$ cat src/rtl/dramc_pkg.sv
package dramc_pkg;
  typedef enum logic [2:0] {
    ST_IDLE,
    ST_ROW,
    ST_COL,
    ST_WBACK,
    ST_PRECH,
    ST_RREF,
    ST_CBR_C,
    ST_CBR_R
  } dramc_state_e;
endpackage

$ cat src/rtl/dramc_phase_cnt.sv
module dramc_phase_cnt #(
  parameter int W = 3
) (
  input  logic         clk_i,
  input  logic         rst_ni,
  input  logic         load_i,
  input  logic [W-1:0] val_i,
  output logic         zero_o
);
  logic [W-1:0] cnt_q;

  always_ff @(posedge clk_i or negedge rst_ni) begin
    if (!rst_ni)             cnt_q <= '0;
    else if (load_i)         cnt_q <= val_i;
    else if (cnt_q != '0)    cnt_q <= cnt_q - 1'b1;
  end

  assign zero_o = (cnt_q == '0);
endmodule

$ cat src/rtl/dramc_ref_sched.sv
module dramc_ref_sched #(
  parameter int INTERVAL = 7812,
  parameter int ROW_W    = 6
) (
  input  logic             clk_i,
  input  logic             rst_ni,
  input  logic             start_i,
  input  logic             step_i,
  output logic             pend_o,
  output logic [ROW_W-1:0] row_o
);
  localparam int CW = $clog2(INTERVAL);

  logic [CW-1:0]    cnt_q;
  logic             pend_q;
  logic [ROW_W-1:0] row_q;
  logic             tick;

  assign tick = (cnt_q == CW'(INTERVAL - 1));

  always_ff @(posedge clk_i or negedge rst_ni) begin
    if (!rst_ni) begin
      cnt_q  <= '0;
      pend_q <= 1'b0;
      row_q  <= '0;
    end else begin
      cnt_q  <= tick ? '0 : cnt_q + 1'b1;
      pend_q <= tick | (pend_q & ~start_i);
      if (step_i) row_q <= row_q + 1'b1;
    end
  end

  assign pend_o = pend_q;
  assign row_o  = row_q;

  AST_PTR_STEP: assert property (@(posedge clk_i) disable iff (!rst_ni)
    row_q != $past(row_q) |-> row_q == $past(row_q) + ROW_W'(1));
  AST_PEND_HOLD: assert property (@(posedge clk_i) disable iff (!rst_ni)
    pend_q && !start_i |=> pend_q);
endmodule

$ cat src/rtl/dramc_ctrl.sv
module dramc_ctrl
  import dramc_pkg::*;
#(
  parameter int ROW_W     = 6,
  parameter int COL_W     = 6,
  parameter int T_RCD     = 2,
  parameter int T_CAS     = 2,
  parameter int T_RP      = 2,
  parameter int T_RAS_REF = 3
) (
  input  logic                   clk_i,
  input  logic                   rst_ni,
  input  logic                   req_i,
  input  logic                   we_i,
  input  logic [ROW_W+COL_W-1:0] addr_i,
  input  logic                   wdata_i,
  input  logic                   mode_i,
  input  logic                   ref_pend_i,
  input  logic [ROW_W-1:0]       ref_row_i,
  output logic                   ready_o,
  output logic                   rdata_o,
  output logic                   ref_start_o,
  output logic                   ref_step_o,
  output logic [((ROW_W > COL_W) ? ROW_W : COL_W)-1:0] dram_addr_o,
  output logic                   dram_ras_no,
  output logic                   dram_cas_no,
  output logic                   dram_we_no,
  output logic                   dram_din_o,
  input  logic                   dram_dout_i
);
  localparam int AW    = ROW_W + COL_W;
  localparam int MW    = (ROW_W > COL_W) ? ROW_W : COL_W;
  localparam int T_CBR = (T_RAS_REF > T_CAS) ? T_RAS_REF : T_CAS;
  localparam int TM1   = (T_RCD > T_CAS) ? T_RCD : T_CAS;
  localparam int TM2   = (T_RP > T_CBR) ? T_RP : T_CBR;
  localparam int TMAX  = (TM1 > TM2) ? TM1 : TM2;
  localparam int CW    = $clog2(TMAX + 1);

  dramc_state_e state_q, state_d;
  logic          op_we_q, op_wd_q, rdata_q;
  logic [AW-1:0] op_addr_q;
  logic          ph_zero, accept;

  function automatic logic [CW-1:0] hold_len(dramc_state_e s);
    case (s)
      ST_ROW:   return CW'(T_RCD - 1);
      ST_COL:   return CW'(T_CAS - 1);
      ST_PRECH: return CW'(T_RP - 1);
      ST_RREF:  return CW'(T_RAS_REF - 1);
      ST_CBR_R: return CW'(T_CBR - 1);
      default:  return '0;
    endcase
  endfunction

  assign ready_o     = (state_q == ST_IDLE) && !ref_pend_i;
  assign accept      = ready_o && req_i;
  assign ref_start_o = (state_q == ST_IDLE) && ref_pend_i;
  assign ref_step_o  = (state_q == ST_RREF) && ph_zero;

  always_comb begin
    state_d = state_q;
    case (state_q)
      ST_IDLE: begin
        if (ref_pend_i) state_d = mode_i ? ST_CBR_C : ST_RREF;
        else if (req_i) state_d = ST_ROW;
      end
      ST_ROW:   if (ph_zero) state_d = ST_COL;
      ST_COL:   if (ph_zero) state_d = op_we_q ? ST_WBACK : ST_PRECH;
      ST_WBACK: if (ph_zero) state_d = ST_PRECH;
      ST_PRECH: if (ph_zero) state_d = ST_IDLE;
      ST_RREF:  if (ph_zero) state_d = ST_PRECH;
      ST_CBR_C: if (ph_zero) state_d = ST_CBR_R;
      ST_CBR_R: if (ph_zero) state_d = ST_PRECH;
      default:  state_d = ST_IDLE;
    endcase
  end

  dramc_phase_cnt #(.W(CW)) u_phase (
    .clk_i  (clk_i),
    .rst_ni (rst_ni),
    .load_i (state_d != state_q),
    .val_i  (hold_len(state_d)),
    .zero_o (ph_zero)
  );

  always_ff @(posedge clk_i or negedge rst_ni) begin
    if (!rst_ni) begin
      state_q   <= ST_IDLE;
      op_we_q   <= 1'b0;
      op_wd_q   <= 1'b0;
      op_addr_q <= '0;
      rdata_q   <= 1'b0;
    end else begin
      state_q <= state_d;
      if (accept) begin
        op_we_q   <= we_i;
        op_wd_q   <= wdata_i;
        op_addr_q <= addr_i;
      end
      if (state_q == ST_COL && ph_zero && !op_we_q) rdata_q <= dram_dout_i;
    end
  end

  assign rdata_o = rdata_q;

  // strobes decoded from state; each phase is held by the phase counter
  always_comb begin
    dram_ras_no = !(state_q inside {ST_ROW, ST_COL, ST_RREF, ST_CBR_R});
    dram_cas_no = !(state_q inside {ST_COL, ST_WBACK, ST_CBR_C, ST_CBR_R});
    dram_we_no  = !(op_we_q && (state_q inside {ST_ROW, ST_COL, ST_WBACK}));
    dram_din_o  = op_we_q && (state_q inside {ST_COL, ST_WBACK}) && op_wd_q;
    case (state_q)
      ST_ROW:          dram_addr_o = MW'(op_addr_q[AW-1:COL_W]);
      ST_COL, ST_WBACK: dram_addr_o = MW'(op_addr_q[COL_W-1:0]);
      ST_RREF:         dram_addr_o = MW'(ref_row_i);
      default:         dram_addr_o = '0;
    endcase
  end

  // run-length monitors for the timing assertions
  localparam int RW = $clog2(TMAX + 2) + 1;
  logic [RW-1:0] ras_lo_run, ras_hi_run, cas_lo_run;
  always_ff @(posedge clk_i or negedge rst_ni) begin
    if (!rst_ni) begin
      ras_lo_run <= '0;
      ras_hi_run <= RW'(TMAX + 1);
      cas_lo_run <= '0;
    end else begin
      ras_lo_run <= dram_ras_no ? '0 : (ras_lo_run > RW'(TMAX) ? ras_lo_run : ras_lo_run + 1'b1);
      ras_hi_run <= !dram_ras_no ? '0 : (ras_hi_run > RW'(TMAX) ? ras_hi_run : ras_hi_run + 1'b1);
      cas_lo_run <= dram_cas_no ? '0 : (cas_lo_run > RW'(TMAX) ? cas_lo_run : cas_lo_run + 1'b1);
    end
  end

  AST_RCD_MIN: assert property (@(posedge clk_i) disable iff (!rst_ni)
    $fell(dram_cas_no) && !dram_ras_no |-> ras_lo_run >= RW'(T_RCD));
  AST_CAS_WIDTH: assert property (@(posedge clk_i) disable iff (!rst_ni)
    $rose(dram_cas_no) |-> cas_lo_run >= RW'(T_CAS));
  AST_RP_MIN: assert property (@(posedge clk_i) disable iff (!rst_ni)
    $fell(dram_ras_no) |-> ras_hi_run >= RW'(T_RP));
  AST_WE_SETUP: assert property (@(posedge clk_i) disable iff (!rst_ni)
    $fell(dram_cas_no) && !dram_we_no |-> $past(!dram_we_no));
  AST_WB_ORDER: assert property (@(posedge clk_i) disable iff (!rst_ni)
    $rose(dram_ras_no) && $past(!dram_we_no) |-> !dram_cas_no && !dram_we_no);
  AST_CBR_ORDER: assert property (@(posedge clk_i) disable iff (!rst_ni)
    $fell(dram_ras_no) && !dram_cas_no |-> $past(!dram_cas_no) && dram_addr_o == '0 && dram_we_no);
  AST_READY_QUIET: assert property (@(posedge clk_i) disable iff (!rst_ni)
    ready_o |-> dram_ras_no && dram_cas_no);
  AST_REF_FIRST: assert property (@(posedge clk_i) disable iff (!rst_ni)
    ref_pend_i && state_q == ST_IDLE |=> state_q == ST_RREF || state_q == ST_CBR_C);
endmodule

$ cat src/rtl/dramc_top.sv
module dramc_top #(
  parameter int ROW_W         = 6,
  parameter int COL_W         = 6,
  parameter int CLK_MHZ       = 125,
  parameter int REF_PERIOD_NS = 62500,
  parameter int T_RCD         = 2,
  parameter int T_CAS         = 2,
  parameter int T_RP          = 2,
  parameter int T_RAS_REF     = 3
) (
  input  logic                   clk_i,
  input  logic                   rst_ni,
  input  logic                   req_i,
  input  logic                   we_i,
  input  logic [ROW_W+COL_W-1:0] addr_i,
  input  logic                   wdata_i,
  input  logic                   refresh_mode_i,
  output logic                   ready_o,
  output logic                   rdata_o,
  output logic [((ROW_W > COL_W) ? ROW_W : COL_W)-1:0] dram_addr_o,
  output logic                   dram_ras_no,
  output logic                   dram_cas_no,
  output logic                   dram_we_no,
  output logic                   dram_din_o,
  input  logic                   dram_dout_i
);
  localparam int REF_CYCLES = (CLK_MHZ * REF_PERIOD_NS) / 1000;

  logic             ref_pend, ref_start, ref_step;
  logic [ROW_W-1:0] ref_row;

  dramc_ref_sched #(.INTERVAL(REF_CYCLES), .ROW_W(ROW_W)) u_sched (
    .clk_i   (clk_i),
    .rst_ni  (rst_ni),
    .start_i (ref_start),
    .step_i  (ref_step),
    .pend_o  (ref_pend),
    .row_o   (ref_row)
  );

  dramc_ctrl #(
    .ROW_W(ROW_W), .COL_W(COL_W), .T_RCD(T_RCD), .T_CAS(T_CAS),
    .T_RP(T_RP), .T_RAS_REF(T_RAS_REF)
  ) u_ctrl (
    .clk_i       (clk_i),
    .rst_ni      (rst_ni),
    .req_i       (req_i),
    .we_i        (we_i),
    .addr_i      (addr_i),
    .wdata_i     (wdata_i),
    .mode_i      (refresh_mode_i),
    .ref_pend_i  (ref_pend),
    .ref_row_i   (ref_row),
    .ready_o     (ready_o),
    .rdata_o     (rdata_o),
    .ref_start_o (ref_start),
    .ref_step_o  (ref_step),
    .dram_addr_o (dram_addr_o),
    .dram_ras_no (dram_ras_no),
    .dram_cas_no (dram_cas_no),
    .dram_we_no  (dram_we_no),
    .dram_din_o  (dram_din_o),
    .dram_dout_i (dram_dout_i)
  );
endmodule

$ cat config.mk
export PLATFORM = sky130hd
export DESIGN_NAME = dramc_top
export DESIGN_NICKNAME = d
export VERILOG_FILES = /design/src/rtl/dramc_pkg.sv /design/src/rtl/dramc_phase_cnt.sv /design/src/rtl/dramc_ref_sched.sv /design/src/rtl/dramc_ctrl.sv /design/src/rtl/dramc_top.sv
export SDC_FILE = /design/constraint.sdc
export NUM_CORES = 1
export LEC_CHECK = 0
export BUFFER_PORTS_ARGS = -buffer_cell sky130_fd_sc_hd__clkbuf_2
export CAP_MARGIN = 20
export CORE_UTILIZATION = 56
export CTS_CLUSTER_DIAMETER = 30
export DETAILED_ROUTE_END_ITERATION = 8
export GPL_TIMING_DRIVEN = 0
export PLACE_DENSITY = 0.89
export REMOVE_ABC_BUFFERS = 1
export SYNTH_ARGS = -nofsm -noshare
export SYNTH_HDL_FRONTEND = slang
export SYNTH_HIERARCHICAL = 1
export SYNTH_SLANG_ARGS = --single-unit
$ cat constraint.sdc
create_clock -name clk_i -period 2.75 [get_ports clk_i]
set_clock_uncertainty 0.1 [all_clocks]
set_input_delay 0.4125 -clock clk_i [delete_from_list [all_inputs] [get_ports clk_i]]
set_output_delay 0.4125 -clock clk_i [all_outputs]
set_load 0.005 [all_outputs]
==> flow_metrics.py, run 1 <==
metrics = {
    "logic_synthesis": {
        "synth_cell_types": 42,
        "synth_top_area_share_pct": 48.7,
        "ys_warn_count": 6,
        "yosysMostFrequentCell": "dfrtp_1",
        "ys_seq_elements": 40,
        "syn_area_um2": 2060,
        "syn_area_per_cell_um2": 11.3,
        "synth_area_leaders": "dfrtp_1, mux2_2, mux2i_1",
        "synth_edf_count": 0,
        "synth_top_area_cell": "dfrtp_1",
        "synth_common_cells": "dfrtp_1, mux2_2, nand2_1",
        "ys.flop_type": "dfrtp_1",
        "yosysSeqAreaShare_pct": 48.7,
        "ys_async_sr_fraction_pct": 100,
        "synthCells": 182,
    },
    "critical_path": {
        "endpoint_kind": "flop",
        "cp_max_fo": 10,
        "r2r_slack_ns": 0.32,
        "required_ns": 2.89,
        "r2r_end": "u_ctrl/u_phase/cnt_q[1]",
        "worstSetupPathType": "flop to flop",
        "rr_worst_depth": 8,
        "r2r-start": "u_ctrl/u_phase/cnt_q[0]",
        "start_kind": "flop",
        "arrival_ns": 2.57,
    },
    "cts": {
        "cts.sinks": 40,
        "cts_root_buffer": "clkbuf_4",
        "clk_latency_ns": 0.35,
        "tritoncts": "done",
        "cts_buffers": 5,
        "cts_setup_buffers": 0,
        "cts.path.max_buffers": 2,
        "htreeDepth": 2,
        "clk_pin_slew_ns": 0.12,
    },
    "detailed_routing": {
        "drtPass1Iterations": 4,
        "drt-total-wl_um": 3760,
        "drc": 0,
        "vias": 1486,
        "drt_iter0_markers": 133,
        "wl_per_cell_um": 14.4,
        "via_per_inst": 5.69,
        "final_antenna_net_count": 0,
    },
    "grt": {
        "grt_pass1_vias": 1434,
        "gr-total-overflow": 0,
        "busiest_layer": "met2",
        "antenna_found_initial": 0,
        "grt_pass1_wl_um": 6590,
        "grt_start_max_net_pins": 41,
        "grt.met2_usage_pct": 34.9,
        "grt_use_total_pct": 21.7,
        "grtUsageMet3_pct": 3.83,
        "met1_usage_pct": 28.7,
    },
    "hold_path": {
        "whs_path_depth": 2,
        "worstHoldEndpoint": "u_ctrl/op_addr_q[3]",
        "min_path_type": "input port to flop",
        "hp-start": "addr_i[3]",
    },
    "sta": {
        "drv_slew": 0,
        "fin_tns_setup_ns": 0,
        "hold_viol": 0,
        "post-route-period-util_pct": 88.5,
        "worst_slew_pin_slew_ns": 0.512,
        "maxSlewHeadroom_pct": 65.6,
        "rsz0062_at_grt": "false",
        "fin_crit_ns": 2.43,
        "setup_violations": 0,
        "fmax_mhz": 411,
    },
    "place": {
        "io_buffers": 30,
        "gp_congestion": 0.735,
        "dpl-instance-area_um2": 2220,
        "placedCellCount": 251,
        "hpwl_um": 2560,
    },
    "status": {
        "status": "complete, no violations",
    },
    "layout": {
        "antenna_cells": 0,
        "layout.cells.non_filler": 261,
        "fin_area_um2": 2320,
        "area_growth_pct": 13.0,
        "drive_gt1_share_pct": 31.2,
        "fin_nets": 236,
    },
    "power": {
        "ir_drop_mv": 0.556,
        "p_total_uw": 2190,
        "total_leakage_power_uw": 0.00105,
        "power_per_cell_area_nw_per_um2": 944,
    },
    "die": {
        "pin_count": 31,
        "die_width_um": 62.6,
        "die_h_um": 62.6,
        "rows": 21,
        "initial_core_util_pct": 60.2,
        "dieArea_um2": 3920,
        "core-area_um2": 3420,
    },
    "job": {
        "drv_cap": 0,
    },
}
-- critical path, stage by stage (launching register included) --
cell	delay, ns
dfrtp_1	0.42
inv_1	0.06
ha_1	0.35
or4b_4	0.52
nand3b_4	0.12
nor2_1	0.06
o221ai_1	0.33
or2b_1	0.27
o31a_1	0.10
-- through the flow --
step	setup WS (ns)	hold WS, ns	util [%]
3_5_place_dp	0.145	0.360	64.9
2_1_floorplan	0.463	0.0169	-
6_report	0.315	0.181	68.0
4_1_cts	0.120	0.127	67.1
3_3_place_gp	0.230	0.352	64.9
5_1_grt	0.147	0.163	68.0
-- routing by layer --
layer / wire length, um / vias up
li1: - / 710
met1: 1750 / 743
met2: 1830 / 25
met3: 106 / 8
met4: 67 / 0
met5: 0 / -
-- flip-flops by register name (all words and copies together) (netlist names) --
register and flops:
u_sched/cnt_q 13, u_ctrl/op_addr_q 12, u_sched/row_o 6, u_ctrl/state_q 3, u_ctrl/u_phase/cnt_q 2, u_ctrl/op_wd_q 1
u_ctrl/op_we_q 1, u_ctrl/rdata_o 1, u_sched/pend_o 1
-- report_power, final --
part,total [uW],switching (uW),leakage (uW),internal (uW)
clock,379,189,0.0000422,191
combinational,846,389,0.000512,457
sequential,967,204,0.000498,763
total,2190,782,0.00105,1410
-- worst max path at each step --
| stage | to | from | slack [ns] |
|---|---|---|---|
| final | u_ctrl/u_phase/cnt_q[1] | u_ctrl/u_phase/cnt_q[0] | 0.32 |
| after global placement | u_ctrl/u_phase/cnt_q[1] | u_ctrl/state_q[2] | 0.23 |
| after global routing | u_ctrl/u_phase/cnt_q[1] | u_ctrl/u_phase/cnt_q[0] | 0.15 |
| after CTS | u_ctrl/u_phase/cnt_q[1] | u_ctrl/state_q[2] | 0.12 |
| after detailed placement | u_ctrl/u_phase/cnt_q[1] | u_ctrl/state_q[2] | 0.15 |
| after floorplan | u_ctrl/u_phase/cnt_q[1] | u_ctrl/state_q[2] | 0.46 |
-- cell families after synthesis --
family / Yosys count / share of synthesized area [%]
muxes: 23 / 12.2
DFF: 40 / 48.7
and+or+nand+nor: 62 / 19.1
xor gates and xnor gates: 14 / 5.96
AOI/OAI and AO/OA: 26 / 8.39
buffers and inverters: 14 / 3.89
adders and majority gates: 3 / 1.83
-- layout by cell type, fill, tap and decap left out, drive strengths merged, types with 3 or more instances in the layout --
cell type | Yosys | final
ha | 3 | 3
or4 | 4 | 4
mux2 | 16 | 16
nor2b | 3 | 3
mux2i | 7 | 7
a21oi | 6 | 6
inv | 7 | 7
nand3 | 6 | 6
o31ai | 4 | 4
nand4 | 5 | 5
clkbuf | 1 | 36
nand2 | 15 | 15
xor2 | 6 | 6
xnor2 | 8 | 8
dfrtp | 40 | 40
o21ai | 11 | 11
nor2 | 12 | 12
-- cell type report --
cell class	count	area, um2
tap	46	57.6
fill	262	1090
clock inverter	2	35.0
multi-input combinational	128	976
sequential	40	1000
timing repair buffer	32	180
clock buffer	6	41.3
inverter	7	31.3
-- repair_timing --
| item | in CTS | in global routing |
|---|---|---|
| hold endpoints to repair | 0 | 14 |
| hold buffers | 0 | 1 |
| resized for setup | 0 | 1 |
| setup endpoints to repair | 0 | 1 |
Power figures use the tool's default switching activity.
==> run 2, diff against run 1 <==
- CORE_UTILIZATION: 56 -> 54
- PLACE_DENSITY: 0.89 -> 0.86
- RECOVER_POWER: not set -> 50
==> flow_metrics.py, run 2 (same netlist as run 1, synthesis figures left out) <==
metrics = {
    "status": {
        "status": "complete, no violations",
    },
    "sta": {
        "rsz0062_at_grt": "false",
        "fin_crit_ns": 2.57,
        "post-route-period-util_pct": 93.3,
        "maxSlewHeadroom_pct": 47.5,
        "drv_slew": 0,
        "hold_viol": 0,
        "worst_slew_pin_slew_ns": 0.788,
        "fmax_mhz": 390,
        "fin_ws_ns": 0.184,
        "setup_violations": 0,
        "fin_tns_setup_ns": 0,
    },
    "die": {
        "rows": 22,
        "dieArea_um2": 4060,
        "pin_count": 31,
        "die_h_um": 63.7,
        "core-area_um2": 3660,
        "die_width_um": 63.7,
        "initial_core_util_pct": 56.2,
    },
    "layout": {
        "finish.utilization_pct": 63.9,
        "final_cell_mix": "dfrtp_1, clkbuf_2, mux2_2, nand2_1, nor2_1",
        "fin_nets": 236,
        "layout_commonest_cell": "dfrtp_1",
        "top_register": "u_sched/cnt_q",
        "antenna_cells": 0,
        "largest_reg_flops": 13,
        "fillCellCount": 281,
        "area_growth_pct": 13.7,
        "layout.cells.non_filler": 263,
        "regArea_um2": 1000,
        "multi_input_area_um2": 972,
        "drive_gt1_share_pct": 30.2,
        "fin_area_um2": 2340,
    },
    "power": {
        "total_leakage_power_uw": 0.00106,
        "pwr-share-clk_pct": 21.0,
        "power_per_cell_area_nw_per_um2": 974,
        "p_sw_share_pct": 34.9,
        "ir_drop_mv": 0.406,
        "power.switching_uw": 796,
        "p_seq_share_pct": 42.5,
        "p_comb_share_pct": 36.5,
        "p_int_uw": 1480,
    },
    "place": {
        "place_ws_ns": 0.169,
        "hpwl_um": 2560,
        "io_buffers": 30,
        "placedCellCount": 253,
        "dpl-instance-area_um2": 2220,
        "gp_congestion": 0.771,
    },
    "critical_path": {
        "endpoint_kind": "flop",
        "required_ns": 2.84,
        "start_kind": "flop",
        "cp_max_fo": 17,
        "worstSetupPathType": "flop to flop",
        "arrival_ns": 2.65,
    },
    "detailed_routing": {
        "drt_iter0_markers": 66,
        "drtPass1Iterations": 4,
        "vias": 1469,
        "wl_per_cell_um": 14.6,
        "drc": 0,
        "drt-total-wl_um": 3830,
        "final_antenna_net_count": 0,
        "via_per_inst": 5.59,
    },
    "cts": {
        "clk_pin_slew_ns": 0.08,
        "cts_root_buffer": "clkbuf_8",
        "cts.path.max_buffers": 2,
        "htreeDepth": 2,
        "cts.sinks": 40,
        "cts_buffers": 5,
        "clk_latency_ns": 0.30,
        "tritoncts": "done",
        "cts_setup_buffers": 0,
    },
    "grt": {
        "grt_use_total_pct": 20.8,
        "gr-total-overflow": 0,
        "grt_pass1_wl_um": 6280,
        "antenna_found_initial": 0,
        "grt_start_max_net_pins": 41,
        "grt_pass1_vias": 1405,
    },
    "hold_path": {
        "min_path_type": "input port to flop",
    },
    "job": {
        "drv_cap": 0,
    },
}
==> run 2: changes by cell type in the layout (fill, tap and decap cells not counted), sizes merged <==
cell	previous run	this run
clkinvlp	0	1
buf	1	0
==> run 2: per-stage QoR <==
stage | power [uW] | hold slack [ns]
3_5_place_dp | 1810 | 0.359
5_1_grt | 2430 | 0.229
2_1_floorplan | 1560 | 0.0169
3_3_place_gp | 1780 | 0.352
4_1_cts | 2290 | 0.181
6_report | 2280 | 0.226
==> run 2: path summary, 6_finish.rpt <==
path	from	to	slack (ns)	cells after the start
worst min register to register	u_sched/cnt_q[0]	u_sched/cnt_q[0]	0.37	1
worst max-delay path	u_ctrl/state_q[2]	u_ctrl/u_phase/cnt_q[1]	0.18	7
worst min-delay path	addr_i[3]	u_ctrl/op_addr_q[3]	0.23	2
max in group asynchronous	rst_ni	u_sched/cnt_q[0]	0.96	3
min in group asynchronous	rst_ni	u_ctrl/op_addr_q[5]	0.48	2
worst max register to register	u_ctrl/state_q[2]	u_ctrl/u_phase/cnt_q[1]	0.18	7
==> run 2: power by group through the flow <==
stage	Combinational, uW	Sequential, uW	Clock [uW]
global route	933	987	513
detailed placement	837	977	0
finish	831	969	479
CTS	842	965	485
global placement	810	966	0
floorplan	633	925	0
==> run 2: cell type report <==
cell class	instances	share of cell area, %
tap	48	2.57
timing repair buffer	32	7.01
inverter	7	1.34
clock buffer	5	2.94
sequential	40	42.8
multi-input combinational	128	41.6
clock inverter	3	1.82
==> run 2: metal layers <==
| metal | up-vias | track usage [%] | part of all wire [%] |
|---|---|---|---|
| li1 | 709 | - | - |
| met1 | 720 | 25.0 | 46 |
| met2 | 30 | 33.6 | 47 |
| met3 | 10 | 5.62 | 3.6 |
| met4 | 0 | 11.1 | 3.2 |
| met5 | - | 0 | 0 |
==> run 2: worst max-delay path: stages, from the launching register on <==
cell      delay, ns
dfrtp_1        0.86
nor2_1         0.14
or4b_4         0.52
nand3b_4       0.11
nor2_1         0.05
o221ai_1       0.31
or2b_1         0.26
o31a_1         0.10
==> run 2: repair_timing <==
action | 4_1_cts | 5_1_grt
hold buffers | 0 | 1
resized for setup | 0 | 0
endpoints found under the hold margin | 0 | 9
==> run 3, diff against run 2 <==
- GPL_TIMING_DRIVEN: 0 -> not set
- clock period: 2.75 -> 3.25 ns (I/O delays scaled with it)
==> flow_metrics.py, run 3 (same netlist as run 1, synthesis figures left out) <==
metrics = {
    "status": {
        "status": "complete, no violations",
    },
    "critical_path": {
        "critPathTopFamily": "flip-flops",
        "rr_worst_depth": 8,
        "r2r_end": "u_ctrl/u_phase/cnt_q[1]",
        "endpoint_kind": "output port",
        "arrival_ns": 1.78,
        "worstSetupPathType": "flop to output port",
        "cpPeakStageDelay_ns": 0.50,
        "cp_max_fo": 10,
        "required_ns": 2.66,
        "crit_cells": 5,
        "critical_path.startpoint": "u_ctrl/state_q[2]",
        "crit_chain": "buf_4 > nor2_2 > nand2_1 > o21ai_0 > clkbuf_2",
        "r2r_slack_ns": 0.89,
        "critPathCapture": "dram_addr_o[4]",
        "cp.buffers_inverters": 2,
        "start_kind": "flop",
        "r2r-start": "u_ctrl/state_q[2]",
        "critPathSlowestCell": "dfrtp_1",
    },
    "grt": {
        "grt_use_total_pct": 22.0,
        "grt_pass1_vias": 1495,
        "grt_start_max_net_pins": 41,
        "antenna_found_initial": 0,
        "grt_pass1_wl_um": 6760,
        "gr-total-overflow": 0,
    },
    "cts": {
        "cts_resized": 0,
        "tritoncts": "done",
        "clk_latency_ns": 0.29,
        "cts_buffers": 5,
        "clk_pin_slew_ns": 0.08,
        "cts_setup_buffers": 0,
        "htreeDepth": 2,
        "cts_root_buffer": "clkbuf_8",
        "cts.path.max_buffers": 2,
        "cts_hold_buf": 0,
        "cts.sinks": 40,
    },
    "sta": {
        "fin_crit_ns": 2.37,
        "setup_violations": 0,
        "worst_slew_pin_slew_ns": 0.513,
        "rsz0062_at_grt": "false",
        "fmax_mhz": 423,
        "fin_tns_setup_ns": 0,
        "hold_viol": 0,
        "drv_slew": 0,
        "maxSlewHeadroom_pct": 65.5,
        "timing.hold.ws_ns": 0.324,
        "post-route-period-util_pct": 72.8,
    },
    "die": {
        "rows": 22,
        "initial_core_util_pct": 56.2,
        "die_width_um": 63.7,
        "core-area_um2": 3660,
        "die_h_um": 63.7,
        "pin_count": 31,
        "dieArea_um2": 4060,
    },
    "detailed_routing": {
        "drtPass1Iterations": 4,
        "drc": 0,
        "drt_iter0_markers": 66,
        "via_per_inst": 5.56,
        "final_antenna_net_count": 0,
        "drt-total-wl_um": 3900,
        "wl_per_cell_um": 14.8,
        "vias": 1468,
    },
    "power": {
        "ir_drop_mv": 0.392,
        "total_leakage_power_uw": 0.00107,
        "power_per_cell_area_nw_per_um2": 831,
    },
    "layout": {
        "drive_gt1_share_pct": 31.0,
        "area_growth_pct": 15.5,
        "final_cell_mix": "dfrtp_1, clkbuf_2, mux2_2, nand2_1, nor2_1",
        "layout_commonest_cell": "dfrtp_1",
        "top_register": "u_sched/cnt_q",
        "largest_reg_flops": 13,
        "antenna_cells": 0,
        "fin_nets": 237,
    },
    "place": {
        "gp_congestion": 0.797,
        "hpwl_um": 2800,
        "io_buffers": 30,
    },
    "hold_path": {
        "min_path_type": "input port to flop",
    },
    "job": {
        "drv_cap": 0,
    },
}
-- run 3: cell types whose count changed in the layout (fill, tap and decap cells not counted) --
cell / before / now
clkinvlp_4: 1 / 0
clkinv_4: 0 / 1
clkinv_2: 1 / 0
clkbuf_2: 30 / 29
clkbuf_8: 5 / 6
o21ai_0: 10 / 9
buf_4: 0 / 1
buf_12: 0 / 1
o21ai_2: 1 / 2
-- run 3: worst min path at each step --
stage	from	endpoint	slack, ns	depth (start not counted)
6_report	addr_i[7]	u_ctrl/op_addr_q[7]	0.32	2
5_1_grt	addr_i[1]	u_ctrl/op_addr_q[1]	0.32	2
4_1_cts	rst_ni	u_ctrl/u_phase/cnt_q[1]	0.26	1
3_5_place_dp	u_sched/cnt_q[0]	u_sched/cnt_q[0]	0.36	1
3_3_place_gp	u_sched/cnt_q[0]	u_sched/cnt_q[0]	0.36	1
2_1_floorplan	rst_ni	u_ctrl/op_addr_q[0]	0.09	0
-- run 3: power breakdown --
part	internal, uW	switching (uW)	total (uW)
logic	395	359	754
clock network	251	173	424
registers	646	150	796
-- run 3: cell type report --
cell class	count	area, um2
well taps	48	60.1
clock buffers	6	82.6
flip-flops and latches	40	1000
multi-input cells	128	976
fillers	278	1280
inverters	7	31.3
clock inverters	2	38.8
repair buffers	33	186
-- run 3: layer usage --
| layer | global-route usage (%) | share of wire (%) | vias up |
|---|---|---|---|
| met2 | 36.8 | 51 | 30 |
| met3 | 5.07 | 3.0 | 8 |
| met1 | 26.5 | 45 | 717 |
| met5 | 0 | 0 | - |
| li1 | - | - | 713 |
| met4 | 10.5 | 1.7 | 0 |
-- run 3: through the flow --
step / cell area (um2) / util (%) / power, uW / cells / worst slack (ns)
after floorplan: 2010 / - / 1320 / 175 / 0.963
after global placement: 2230 / 60.8 / 1520 / 254 / 1.01
final: 2380 / 64.9 / 1970 / 264 / 0.883
after global routing: 2380 / 64.9 / 2110 / 264 / 0.722
after detailed placement: 2230 / 60.8 / 1560 / 254 / 0.923
after CTS: 2350 / 64.1 / 1990 / 262 / 0.876
